==> src/rtl/dbg_halt_pkg.sv <==
package dbg_halt_pkg;
    localparam int unsigned ST_W = 2;

    typedef enum logic [ST_W-1:0] {
        ST_RUN       = 2'b00,
        ST_IDLE      = 2'b01,
        ST_HALT_IDLE = 2'b10,
        ST_HALT_EXEC = 2'b11
    } eng_state_e;

    typedef struct packed {
        eng_state_e st;
        logic       step_act;
        logic       resume_pend;
        logic       end_lat;
        logic       pfx;
        logic       frc;
    } fsm_regs_t;
endpackage

==> src/rtl/dbg_halt_vis.sv <==
module dbg_halt_vis (
    input  logic clk,
    input  logic rst_n,
    input  logic halted,
    input  logic other_halted,
    input  logic vis_set,
    input  logic vis_clr,
    output logic vis
);
    logic vis_d, vis_q;

    always_comb begin
        vis_d = vis_q;
        if (vis_clr)
            vis_d = 1'b0;
        else if (vis_set && halted && other_halted)
            vis_d = 1'b1;
    end

    always_ff @(posedge clk or negedge rst_n) begin
        if (!rst_n) vis_q <= 1'b0;
        else        vis_q <= vis_d;
    end

    assign vis = vis_q;
endmodule

==> src/rtl/dbg_halt_fsm.sv <==
module dbg_halt_fsm
    import dbg_halt_pkg::*;
(
    input  logic       clk,
    input  logic       rst_n,
    input  logic       halt_req,
    input  logic       bkpt_hit,
    input  logic       step_cmd,
    input  logic       resume_cmd,
    input  logic       thread_start,
    input  logic       thread_end,
    input  logic       force_cmd,
    input  logic       end_instr,
    input  logic       vis,
    output eng_state_e state,
    output logic       end_lat,
    output logic       prefetch_exec,
    output logic       force_exec
);
    fsm_regs_t r_d, r_q;
    logic      halt_in;
    logic      leave_ok;

    assign halt_in  = halt_req | bkpt_hit;
    assign leave_ok = (resume_cmd | r_q.resume_pend) & ~vis;

    always_comb begin
        r_d          = r_q;
        r_d.pfx      = 1'b0;
        r_d.frc      = 1'b0;
        r_d.step_act = 1'b0;
        unique case (r_q.st)
            ST_IDLE: begin
                if (halt_in) begin
                    r_d.st          = ST_HALT_IDLE;
                    r_d.end_lat     = end_instr;
                    r_d.resume_pend = 1'b0;
                end else if (thread_start) begin
                    r_d.st = ST_RUN;
                end
            end
            ST_RUN: begin
                if (halt_in) begin
                    r_d.st          = ST_HALT_EXEC;
                    r_d.end_lat     = end_instr;
                    r_d.resume_pend = 1'b0;
                end else if (r_q.step_act) begin
                    r_d.st          = thread_end ? ST_HALT_IDLE : ST_HALT_EXEC;
                    r_d.end_lat     = end_instr;
                    r_d.resume_pend = 1'b0;
                end else if (thread_end) begin
                    r_d.st = ST_IDLE;
                end
            end
            ST_HALT_IDLE: begin
                r_d.frc = force_cmd;
                if (leave_ok) begin
                    r_d.st          = ST_IDLE;
                    r_d.resume_pend = 1'b0;
                end else if (resume_cmd) begin
                    r_d.resume_pend = 1'b1;
                end
            end
            ST_HALT_EXEC: begin
                r_d.frc = force_cmd;
                if (leave_ok) begin
                    r_d.st          = ST_RUN;
                    r_d.resume_pend = 1'b0;
                    r_d.pfx         = 1'b1;
                end else if (resume_cmd) begin
                    r_d.resume_pend = 1'b1;
                end else if (step_cmd && !vis) begin
                    r_d.st       = ST_RUN;
                    r_d.step_act = 1'b1;
                    r_d.pfx      = 1'b1;
                end
            end
            default: r_d.st = ST_IDLE;
        endcase
    end

    always_ff @(posedge clk or negedge rst_n) begin
        if (!rst_n) begin
            r_q.st          <= ST_IDLE;
            r_q.step_act    <= 1'b0;
            r_q.resume_pend <= 1'b0;
            r_q.end_lat     <= 1'b0;
            r_q.pfx         <= 1'b0;
            r_q.frc         <= 1'b0;
        end else begin
            r_q <= r_d;
        end
    end

    assign state         = r_q.st;
    assign end_lat       = r_q.end_lat;
    assign prefetch_exec = r_q.pfx;
    assign force_exec    = r_q.frc;
endmodule

==> src/rtl/dbg_halt_gates.sv <==
module dbg_halt_gates
    import dbg_halt_pkg::*;
(
    input  eng_state_e state,
    input  logic       end_lat,
    input  logic       mdu_busy,
    input  logic       stop_tcr_en,
    input  logic       stop_pins_en,
    output logic       halted,
    output logic       fetch_en,
    output logic       arb_release,
    output logic       tcr_clk_en,
    output logic       pin_sample_en,
    output logic       mdu_en
);
    always_comb begin
        halted        = (state == ST_HALT_IDLE) || (state == ST_HALT_EXEC);
        fetch_en      = (state == ST_RUN);
        arb_release   = halted;
        tcr_clk_en    = !(halted && stop_tcr_en);
        pin_sample_en = !(halted && stop_pins_en);
        mdu_en        = halted ? (mdu_busy && !end_lat) : 1'b1;
    end
endmodule

==> src/rtl/dbg_halt_ctrl.sv <==
module dbg_halt_ctrl
    import dbg_halt_pkg::*;
(
    input  logic            clk,
    input  logic            rst_n,
    input  logic            thread_start,
    input  logic            thread_end,
    input  logic            halt_req,
    input  logic            bkpt_hit,
    input  logic            step_cmd,
    input  logic            resume_cmd,
    input  logic            force_cmd,
    input  logic            end_instr,
    input  logic            mdu_busy,
    input  logic            stop_tcr_en,
    input  logic            stop_pins_en,
    input  logic            other_halted,
    input  logic            vis_set,
    input  logic            vis_clr,
    output logic [ST_W-1:0] state_o,
    output logic            vis_o,
    output logic            fetch_en,
    output logic            prefetch_exec,
    output logic            force_exec,
    output logic            arb_release,
    output logic            tcr_clk_en,
    output logic            pin_sample_en,
    output logic            mdu_en
);
    eng_state_e state;
    logic       end_lat;
    logic       halted;
    logic       vis;

    dbg_halt_fsm u_fsm (
        .clk          (clk),
        .rst_n        (rst_n),
        .halt_req     (halt_req),
        .bkpt_hit     (bkpt_hit),
        .step_cmd     (step_cmd),
        .resume_cmd   (resume_cmd),
        .thread_start (thread_start),
        .thread_end   (thread_end),
        .force_cmd    (force_cmd),
        .end_instr    (end_instr),
        .vis          (vis),
        .state        (state),
        .end_lat      (end_lat),
        .prefetch_exec(prefetch_exec),
        .force_exec   (force_exec)
    );

    dbg_halt_gates u_gates (
        .state        (state),
        .end_lat      (end_lat),
        .mdu_busy     (mdu_busy),
        .stop_tcr_en  (stop_tcr_en),
        .stop_pins_en (stop_pins_en),
        .halted       (halted),
        .fetch_en     (fetch_en),
        .arb_release  (arb_release),
        .tcr_clk_en   (tcr_clk_en),
        .pin_sample_en(pin_sample_en),
        .mdu_en       (mdu_en)
    );

    dbg_halt_vis u_vis (
        .clk         (clk),
        .rst_n       (rst_n),
        .halted      (halted),
        .other_halted(other_halted),
        .vis_set     (vis_set),
        .vis_clr     (vis_clr),
        .vis         (vis)
    );

    assign state_o = state;
    assign vis_o   = vis;
endmodule

==> config.mk <==
export PLATFORM = sky130hd
export DESIGN_NAME = dbg_halt_ctrl
export DESIGN_NICKNAME = d
export VERILOG_FILES = /design/src/rtl/dbg_halt_pkg.sv /design/src/rtl/dbg_halt_vis.sv /design/src/rtl/dbg_halt_fsm.sv /design/src/rtl/dbg_halt_gates.sv /design/src/rtl/dbg_halt_ctrl.sv
export SDC_FILE = /design/constraint.sdc
export NUM_CORES = 1
export LEC_CHECK = 0
export BUFFER_PORTS_ARGS = -buffer_cell sky130_fd_sc_hd__clkbuf_2
export CORE_AREA = 2 2 39 41
export DETAILED_ROUTE_END_ITERATION = 10
export DIE_AREA = 0 0 41 43
export MAX_ROUTING_LAYER = met4
export SYNTH_ARGS = -nofsm -noshare
export SYNTH_HDL_FRONTEND = slang
export SYNTH_HIERARCHICAL = 1
export SYNTH_SLANG_ARGS = --single-unit
==> constraint.sdc <==
create_clock -name clk -period 2.4 [get_ports clk]
set_input_delay 0.24 -clock clk [delete_from_list [all_inputs] [get_ports clk]]
set_output_delay 0.24 -clock clk [all_outputs]
set_load 0.005 [all_outputs]
==> key figures, run 1 <==
Pwr
  • Pwr dens: 989 nW/um2
  • Maximum VDD drop: 0.000297 V
  • Leakage: 0.316 nW

Synth
  • Register bit total from synthesis: 8
  • Yosys top cell area share: 40.5%
  • Post-Syn Area per Cell: 9.62 um2
  • Unique masters post-synth: 24
  • Register area share after synthesis: 46.5%
  • Synth warn: 6
  • Syn Nets: 61
  • Top cell type by total area after synthesis: dfrtp_1
  • Area contributors post-synth: dfrtp_1, dfstp_2, buf_4, nand2_1, nor3_1
  • Syn Inst Count: 45
  • Mapped Area: 433 um2

Floorplan
  • Starting Density: 31.3%
  • Placement row count: 14
  • Io pins: 26
  • Die height: 43 um
  • Die Area: 1760 um2
  • Die Wd: 41 um
  • CORE AREA: 1380 um2

Critical path
  • Critical path class: reg -> out
  • Worst reg-to-reg setup slack: 1190 ps
  • R2r endpoint: u_fsm/end_lat$_DFFE_PN0P_
  • Critical Path Fanout Max: 17
  • Reg2reg path depth: 3
  • WP data required: 2160 ps
  • Critical Path Sink Type: output port
  • Data arrival, critical path: 1190 ps
  • Reg2Reg Launch Point: u_fsm/state[0]$_DFFE_PN1P_
  • Crit start category: register

Clock network
  • Clock Root Buffer: clkbuf_4
  • Clk Latency, worst-skew pair: 260 ps
  • Clock-pin slew on the worst setup and hold paths: 50 ps
  • CTS Sinks: 8
  • CTS tree: built
  • CTS Buffer Depth: 2
  • Post-CTS sizing: 0
  • H-tree levels: 1
  • CTS Buf Count: 3

Place
  • Port-buffer cells: 25
  • GP Congestion: 0.804

Global routing
  • Number of antenna violations at the first check in global routing: 0
  • Vias in the first global route: 368
  • First-pass GRT wire length: 1500 um
  • Gr usage total: 13.2%
  • Largest net degree at the start of global routing: 18
  • GR Overflow Total: 0

Final layout
  • Most common cell after layout, fill and taps aside: clkbuf_2
  • Final antenna diode count: 0
  • Area grow syn2layout: 34.7%
  • Most frequent cells in the layout: clkbuf_2, dfrtp_1, nand2_1
  • Core Util, Final: 42.1%
  • Ratio of cells with drive above 1 in the final layout: 48.6%
  • Fillers: 148
  • Final nets: 87

STA
  • Max Clock Skew: 9.14 ps
  • Endpoints failing setup: 0
  • Worst-margin pin slew: 484 ps
  • RSZ-0062 raised after global routing: false
  • Relative slew slack: 67.7%
  • Final Cycle Share: 59.7%
  • Fmax: 0.698 GHz
  • Max-slew violations: 0
  • Setup TNS: 0 ps
  • Fin crit period: 1430 ps
  • Endpoints failing hold: 0

Worst hold path
  • Hold path start: vis_clr
  • Hold WC Path Type: in -> reg
  • Cells on Worst Hold Path: 2
  • Worst Hold End: u_vis/vis$_DFFE_PN0P_

Routing
  • Drt via density: 4.60
  • Drt drc: 0
  • DR pass1 iterations: 4
  • Routed length on met2: 494 um
  • DRT Wirelength: 965 um
  • Highest metal used: met3
  • Drt first-iter violations: 15
  • Met3 wire length: 70 um
  • Via count: 396
  • Antenna Violating Nets Remaining: 0
  • Routed len/inst: 11.2 um
  • WL met1: 400 um

Job
  • Max Cap Viol: 0

Run status
  • Status: completed
[state kept, by name, indices dropped and copies added (netlist names)]
name	count
u_fsm/state	2
u_fsm/prefetch_exec	1
u_fsm/end_lat	1
u_vis/vis	1
u_fsm/r_q	2
u_fsm/force_exec	1
[worst max-delay path by stage]
| stage | from | end | slack, ps |
|---|---|---|---|
| final | u_fsm/state[1]$_DFFE_PN0P_ | mdu_en | 970 |
| after global routing | u_fsm/state[1]$_DFFE_PN0P_ | mdu_en | 830 |
| after CTS | u_fsm/state[1]$_DFFE_PN0P_ | mdu_en | 950 |
| after detailed placement | u_fsm/state[0]$_DFFE_PN1P_ | u_fsm/end_lat$_DFFE_PN0P_ | 1180 |
| after global placement | u_fsm/state[1]$_DFFE_PN0P_ | u_fsm/state[0]$_DFFE_PN1P_ | 1210 |
| after floorplan | u_fsm/state[0]$_DFFE_PN1P_ | u_fsm/end_lat$_DFFE_PN0P_ | 1260 |
[synth_stat cells]
master	number
nor3_1	4
o211a_1	1
a31oi_1	1
nand2b_4	1
o21ai_0	1
buf_2	1
buf_4	3
and2_1	1
nand3_1	1
inv_1	2
nor3_2	1
clkbuf_1	1
and3b_1	1
nor4b_1	1
mux2_4	1
o22ai_1	1
xor2_1	1
nand2_1	6
a21oi_2	1
dfstp_2	1
a21oi_1	2
nor4_2	1
dfrtp_1	7
nor2_1	4
[where the power goes]
| group | total, W | internal [W] | switching [W] |
|---|---|---|---|
| clock | 0.000113 | 0.0000638 | 0.0000494 |
| combinational | 0.000212 | 0.000122 | 0.0000898 |
| sequential | 0.000251 | 0.000185 | 0.0000661 |
| total | 0.000577 | 0.000371 | 0.000205 |
[logic make-up after synthesis]
logic type	count (synthesis)	synth area share [%]
xor+xnor	1	2.02
simple gates	21	28.3
flops	8	46.5
buf+inv	7	8.96
mux	1	3.47
compound gates	7	10.7
[per-layer routing]
metal | GRT usage, % | vias to the layer above
met5 | - | -
met4 | 6.00 | 0
met3 | 4.71 | 0
met2 | 19.1 | 18
met1 | 15.9 | 178
li1 | - | 200
[timing repair]
item,in CTS,in global routing
hold buffers,1,0
buffers inserted,0,0
hold endpoints to repair,7,0
[stage by stage]
| stage | area, um2 | hold WS [ps] | instances | setup slack [ps] | total power [W] |
|---|---|---|---|---|---|
| after floorplan | 433 | -55.6 | 45 | 1260 | 0.000409 |
| after global placement | 547 | 101 | 81 | 1210 | 0.000463 |
| after detailed placement | 547 | 104 | 81 | 1180 | 0.000470 |
| after CTS | 583 | 130 | 86 | 954 | 0.000586 |
| after global routing | 583 | 135 | 86 | 827 | 0.000626 |
| final | 583 | 133 | 86 | 967 | 0.000577 |
[critical path: stages (launching register included)]
cell,delay (ps)
dfrtp_1,640
o21ai_0,160
clkbuf_2,140
[final cells by class]
class                           instances  area, um2  area share, %
Sequential cell                         8        201           34.5
Clock buffer                            4       26.3           4.51
Timing Repair Buffer                   26        135           23.2
Inverter                                2       7.51           1.29
Tap cell                               16       20.0           3.43
Multi-Input combinational cell         30        193           33.0
(Power assumes the default switching activity.)
==> run 2: changes to the inputs <==
--- a/config.mk
+++ b/config.mk
@@ -10,6 +10,7 @@
 export DETAILED_ROUTE_END_ITERATION = 10
 export DIE_AREA = 0 0 41 43
 export MAX_ROUTING_LAYER = met4
+export PLACE_DENSITY = 0.65
 export SYNTH_ARGS = -nofsm -noshare
 export SYNTH_HDL_FRONTEND = slang
 export SYNTH_HIERARCHICAL = 1
==> constraint.sdc (replaced) <==
create_clock -name clk -period 1.3 [get_ports clk]
set_input_delay 0.13 -clock clk [delete_from_list [all_inputs] [get_ports clk]]
set_output_delay 0.13 -clock clk [all_outputs]
set_load 0.005 [all_outputs]
==> run 2 against run 1 <==
Net effect: register-to-register slack worse by 1100 ps; critical endpoint is now u_fsm/end_lat$_DFFE_PN0P_; sequential share of layout area down 0.30 points; non-clock buffer count up 1; largest cell class unchanged; design area increased by 1.5%; largest power group unchanged; die area did not move; highest routed layer is now met4; clock skew shrank 1.6 ps; via count grew 4.8%.
==> key figures, run 2 (synthesis gave the netlist of run 1 again) <==
STA
  • Relative slew slack: 77.8% (+10 points)
  • Setup TNS: 0 ps (unchanged)
  • Final Cycle Share: 94.2%
  • Endpoints failing setup: 0 (unchanged)
  • Endpoints failing hold: 0 (unchanged)
  • Fmax: 0.816 GHz
  • Worst-margin pin slew: 329 ps (-155 ps)
  • RSZ-0062 raised after global routing: false
  • Max-slew violations: 0 (unchanged)
  • Fin crit period: 1230 ps
  • Max Clock Skew: 7.52 ps (-1.62 ps)

Critical path
  • CP Depth: 3 (+1)
  • Worst setup path start: u_fsm/state[0]$_DFFE_PN1P_
  • Critical path class: reg -> reg
  • CP bufs+invs: 0 (-1)
  • Reg2reg path depth: 3 (unchanged)
  • Crit-path cells: nand2b_4, a21oi_2, mux2_4
  • Crit start category: register
  • WP data required: 1450 ps (-710 ps)
  • CP max stage delay: 590 ps (-50 ps)
  • Data arrival, critical path: 1380 ps (+190 ps)
  • Reg2Reg Launch Point: u_fsm/state[0]$_DFFE_PN1P_
  • Critical Path Fanout Max: 7 (-10)
  • CP delay by family, top: flip-flops
  • Critical Path Sink Type: register
  • Worst path slowest cell: dfstp_2

Routing
  • Drt first-iter violations: 12 (-3)
  • DRT Wirelength: 1040 um (+7.9%)
  • Via count: 415 (+4.8%)
  • Antenna Violating Nets Remaining: 0 (unchanged)
  • Routed len/inst: 12.0 um (+6.6%)
  • Drt via density: 4.77 (+3.6%)
  • Drt drc: 0 (unchanged)
  • DR pass1 iterations: 5 (+1)

Final layout
  • Ratio of cells with drive above 1 in the final layout: 50.7% (+2.1 points)
  • Area grow syn2layout: 36.7%
  • Core Util, Final: 42.8% (+0.63 points)
  • Most frequent cells in the layout: clkbuf_2, nand2_1, dfrtp_1
  • Final antenna diode count: 0 (unchanged)
  • Most common cell after layout, fill and taps aside: clkbuf_2
  • Fillers: 151 (+2.0%)
  • Final nets: 88 (+1.1%)

Global routing
  • GR Overflow Total: 0 (unchanged)
  • Gr usage total: 14.4% (+1.2 points)
  • Largest net degree at the start of global routing: 13 (-5)
  • Number of antenna violations at the first check in global routing: 0 (unchanged)
  • First-pass GRT wire length: 1580 um (+5.1%)
  • Vias in the first global route: 404 (+9.8%)

Floorplan
  • Die height: 43 um (unchanged)
  • CORE AREA: 1380 um2 (unchanged)
  • Placement row count: 14 (unchanged)
  • Starting Density: 31.3% (unchanged)
  • Die Area: 1760 um2 (unchanged)
  • Die Wd: 41 um (unchanged)
  • Io pins: 26 (unchanged)

Clock network
  • Clk Latency, worst-skew pair: 260 ps (about the same)
  • CTS Buf Count: 3 (unchanged)
  • CTS Sinks: 8 (unchanged)
  • CTS tree: built
  • Clock Root Buffer: clkbuf_4
  • Clock-pin slew on the worst setup and hold paths: 60 ps (about the same)
  • CTS Buffer Depth: 2 (unchanged)
  • H-tree levels: 1 (unchanged)

Pwr
  • Leakage: 0.320 nW (+1.2%)
  • Pwr dens: 1860 nW/um2 (+88%)
  • Maximum VDD drop: 0.000548 V (+85%)

Worst hold path
  • Hold path start: vis_clr
  • Cells on Worst Hold Path: 2 (unchanged)
  • Hold WC Path Type: in -> reg

Place
  • Port-buffer cells: 25 (unchanged)
  • Detail Placement HPWL: 780 um
  • GP Congestion: 0.792 (-1.5%)

Job
  • Max Cap Viol: 0 (unchanged)

Run status
  • Status: completed
==> run 2: cell count changes in the layout (fill, tap and decap cells not counted), sizes merged <==
| cell | before | now |
|---|---|---|
| buf | 0 | 1 |
==> run 2: timing repair <==
| item | in CTS | in global routing |
|---|---|---|
| setup endpoints to repair | 0 | 2 |
| setup buffers | 0 | 0 |
| endpoints found under the hold margin | 8 | 0 |
| hold buffers | 1 | 0 |
| gates resized for setup | 0 | 1 |
==> run 2: stage by stage <==
stage,worst slack (ps),total power (W),std cells,cell area [um2],hold slack (ps)
after global routing,35.6,0.00120,87,592,18.7
after floorplan,157,0.000754,45,433,-166
after global placement,128,0.000872,82,554,-11.3
after CTS,24.6,0.00111,87,591,7.72
final,74.8,0.00110,87,592,12.4
after detailed placement,77.8,0.000888,82,554,-5.26
==> run 2: final cells by class <==
class                      instances  area, um2  area share (%)
sequential                         8        203            34.2
multi-input combinational         30        193            32.6
timing repair buffer              27        143            24.1
clock buffer                       4       26.3            4.44
tap                               16       20.0            3.38
inverter                           2       7.51            1.27
==> run 2: routing by layer <==
layer	global-route usage, %	vias to the layer above	share of wire, %
met4	12.0	0	1.8
met3	3.14	2	8.6
met5	-	-	0
met2	22.2	23	49
met1	14.6	188	41
li1	-	202	-
==> run 2: report_power, final <==
group | switching [W] | internal (W)
registers | 0.000111 | 0.000346
clock network | 0.0000974 | 0.000118
logic | 0.000185 | 0.000244
==> run 2: worst paths after layout <==
check | to | slack [ps]
setup / recovery | u_fsm/end_lat$_DFFE_PN0P_ | 70
hold / removal | u_vis/vis$_DFFE_PN0P_ | 10
setup reg to reg | u_fsm/end_lat$_DFFE_PN0P_ | 70
hold reg to reg | u_fsm/end_lat$_DFFE_PN0P_ | 520
max in group asynchronous | u_fsm/state[0]$_DFFE_PN1P_ | 790
min in group asynchronous | u_fsm/end_lat$_DFFE_PN0P_ | 250
==> run 3: changes to the inputs <==
--- a/config.mk
+++ b/config.mk
@@ -11,7 +11,9 @@
 export DIE_AREA = 0 0 41 43
 export MAX_ROUTING_LAYER = met4
 export PLACE_DENSITY = 0.65
+export SETUP_SLACK_MARGIN = 0.5
 export SYNTH_ARGS = -nofsm -noshare
 export SYNTH_HDL_FRONTEND = slang
 export SYNTH_HIERARCHICAL = 1
 export SYNTH_SLANG_ARGS = --single-unit
+export TNS_END_PERCENT = 30
==> run 3 against run 2 <==
Net effect: sequential power decreased by 4.8%; die area unchanged; non-clock buffer count increased by 4; setup slack improved by 33 ps; largest cell class is now multi-input combinational cells.
==> key figures, run 3 (synthesis gave the netlist of run 1 again) <==
STA
  • Fmax: 0.838 GHz (+2.7%)
  • Relative slew slack: 74.0% (-3.7 points)
  • Max Clock Skew: 4.68 ps (-2.84 ps)
  • Endpoints failing setup: 0 (unchanged)
  • Worst-margin pin slew: 384 ps (+55.2 ps)
  • Fin crit period: 1190 ps (-32.5 ps)
  • Endpoints failing hold: 0 (unchanged)
  • Final Cycle Share: 91.7% (-2.5 points)
  • Max-slew violations: 0 (unchanged)
  • RSZ-0062 raised after global routing: true
  • Final worst slack: 107 ps (+32.5 ps)
  • Setup TNS: 0 ps (unchanged)

Critical path
  • Reg2reg path depth: 3 (unchanged)
  • R2r endpoint: u_fsm/end_lat$_DFFE_PN0P_
  • Critical path class: reg -> reg
  • Critical Path Sink Type: register
  • CP max stage delay: 580 ps (about the same)
  • WP data required: 1460 ps (about the same)
  • Worst setup path start: u_fsm/state[0]$_DFFE_PN1P_
  • Reg2Reg Launch Point: u_fsm/state[0]$_DFFE_PN1P_
  • Data arrival, critical path: 1350 ps (-30 ps)
  • Crit-path cells: nand2b_4, a21oi_2, mux2_4
  • Critical Path Fanout Max: 7 (unchanged)
  • Worst reg-to-reg setup slack: 110 ps (+30 ps)
  • Worst path slowest cell: dfstp_2
  • Crit start category: register

Final layout
  • Final nets: 92 (+4.5%)
  • Design area: 649 um2 (+9.7%)
  • Most common cell after layout, fill and taps aside: clkbuf_2
  • Most frequent cells in the layout: clkbuf_2, nand2_1, dfrtp_1
  • Final antenna diode count: 0 (unchanged)
  • Fillers: 148 (-2.0%)
  • Area grow syn2layout: 50.0%
  • Ratio of cells with drive above 1 in the final layout: 54.7% (+4.0 points)

Routing
  • Drt first-iter violations: 15 (+3)
  • Routed len/inst: 12.6 um (+5.4%)
  • Via count: 443 (+6.7%)
  • Antenna Violating Nets Remaining: 0 (unchanged)
  • DRT Wirelength: 1150 um (+10%)
  • DR pass1 iterations: 4 (-1)
  • Drt drc: 0 (unchanged)
  • Drt via density: 4.87 (+2.1%)

Clock network
  • CTS Buf Count: 3 (unchanged)
  • Clock Root Buffer: clkbuf_4
  • Clock-pin slew on the worst setup and hold paths: 70 ps (about the same)
  • CTS tree: built
  • Clk Latency, worst-skew pair: 270 ps (about the same)
  • CTS Sinks: 8 (unchanged)
  • CTS Buffer Depth: 2 (unchanged)
  • H-tree levels: 1 (unchanged)

Pwr
  • NetSw: 0.000430 W (+9.5%)
  • Pwr dens: 1860 nW/um2 (+0.18%)
  • Clock Power Share: 18.6% (-1.0 points)
  • Comb power frac: 45.5% (+6.5 points)
  • Reg power frac: 35.9% (-5.5 points)
  • Internal: 0.000780 W (+10%)
  • Maximum VDD drop: 0.000686 V (+25%)
  • Leakage: 0.345 nW (+7.8%)
  • Sw frac: 35.6% (-0.13 points)

Worst hold path
  • Cells on Worst Hold Path: 2 (unchanged)
  • Hold path start: force_cmd
  • Hold WC Path Type: in -> reg
  • Worst Hold End: u_fsm/force_exec$_DFF_PN0_

Global routing
  • Number of antenna violations at the first check in global routing: 0 (unchanged)
  • Largest net degree at the start of global routing: 9 (-4)
  • Vias in the first global route: 417 (+3.2%)
  • First-pass GRT wire length: 1710 um (+8.3%)
  • Gr usage total: 15.2% (+0.81 points)
  • GR Overflow Total: 0 (unchanged)

Floorplan
  • CORE AREA: 1380 um2 (unchanged)
  • Die Wd: 41 um (unchanged)
  • Starting Density: 31.3% (unchanged)
  • Die Area: 1760 um2 (unchanged)
  • Placement row count: 14 (unchanged)
  • Die height: 43 um (unchanged)
  • Io pins: 26 (unchanged)

Place
  • Placed cell area: 554 um2 (unchanged)
  • Detail Placement HPWL: 754 um (-3.3%)
  • Place WS: 106 ps (+28.1 ps)
  • GP Congestion: 0.809 (+2.2%)
  • Port-buffer cells: 25 (unchanged)

Run status
  • Status: completed

Job
  • Max Cap Viol: 0 (unchanged)
-- run 3: cell types whose count changed in the layout (fill, tap and decap cells not counted), sizes merged --
cell,delta
buf,+4
clkbuf,-1
dlygate4sd3,+1
-- run 3: how the worst max path moves through the flow --
stage | to | cells past startpoint
after floorplan | u_fsm/end_lat$_DFFE_PN0P_ | 3
after global placement | u_fsm/end_lat$_DFFE_PN0P_ | 3
after detailed placement | u_fsm/end_lat$_DFFE_PN0P_ | 3
after CTS | u_fsm/end_lat$_DFFE_PN0P_ | 3
after global routing | u_fsm/end_lat$_DFFE_PN0P_ | 3
final | u_fsm/end_lat$_DFFE_PN0P_ | 3
-- run 3: layout make-up --
type	count	area [um2]	share of cell area, %
Multi-Input combinational cell	30	204	31.4
Sequential cell	8	203	31.2
Inverter	2	7.51	1.16
Timing Repair Buffer	31	189	29.1
Clock buffer	4	26.3	4.05
Tap cell	16	20.0	3.08
-- run 3: routing by layer --
metal,vias up,routed length [um],GRT usage [%]
li1,210,-,-
met1,206,477,16.5
met2,23,565,22.8
met3,4,82,3.14
met4,0,23,12.0
met5,-,0,-
-- run 3: power groups by stage --
stage               combinational [W]  sequential, W  clock [W]
floorplan                    0.000357       0.000397          0
global placement             0.000426       0.000446          0
detailed placement           0.000433       0.000454          0
CTS                          0.000499       0.000433   0.000227
global route                 0.000614       0.000455   0.000244
finish                       0.000551       0.000434   0.000225
-- run 3: stage by stage --
step / util (%) / hold slack, ps / power, W / cells
after global routing: 46.9 / 85.6 / 0.00131 / 91
after floorplan: - / -166 / 0.000754 / 45
after CTS: 44.2 / 4.76 / 0.00116 / 90
final: 46.9 / 79.3 / 0.00121 / 91
after detailed placement: 40.1 / -8.95 / 0.000887 / 82
after global placement: 40.1 / -11.4 / 0.000872 / 82
-- run 3: repair_timing --
action,4_1_cts,5_1_grt
setup buffers,3,0
setup endpoints to repair,18,18
pin swaps,1,2
hold endpoints to repair,8,1
gates resized for setup,1,6
hold buffers,1,1
-- run 3: worst max-delay path: cells and delay by family, from the launching register on --
| kind | cells | cell delay (ps) |
|---|---|---|
| AO/OA/AOI/OAI | 1 | 60 |
| multiplexers | 1 | 300 |
| flip-flops | 1 | 580 |
| AND/OR/NAND/NOR | 1 | 150 |
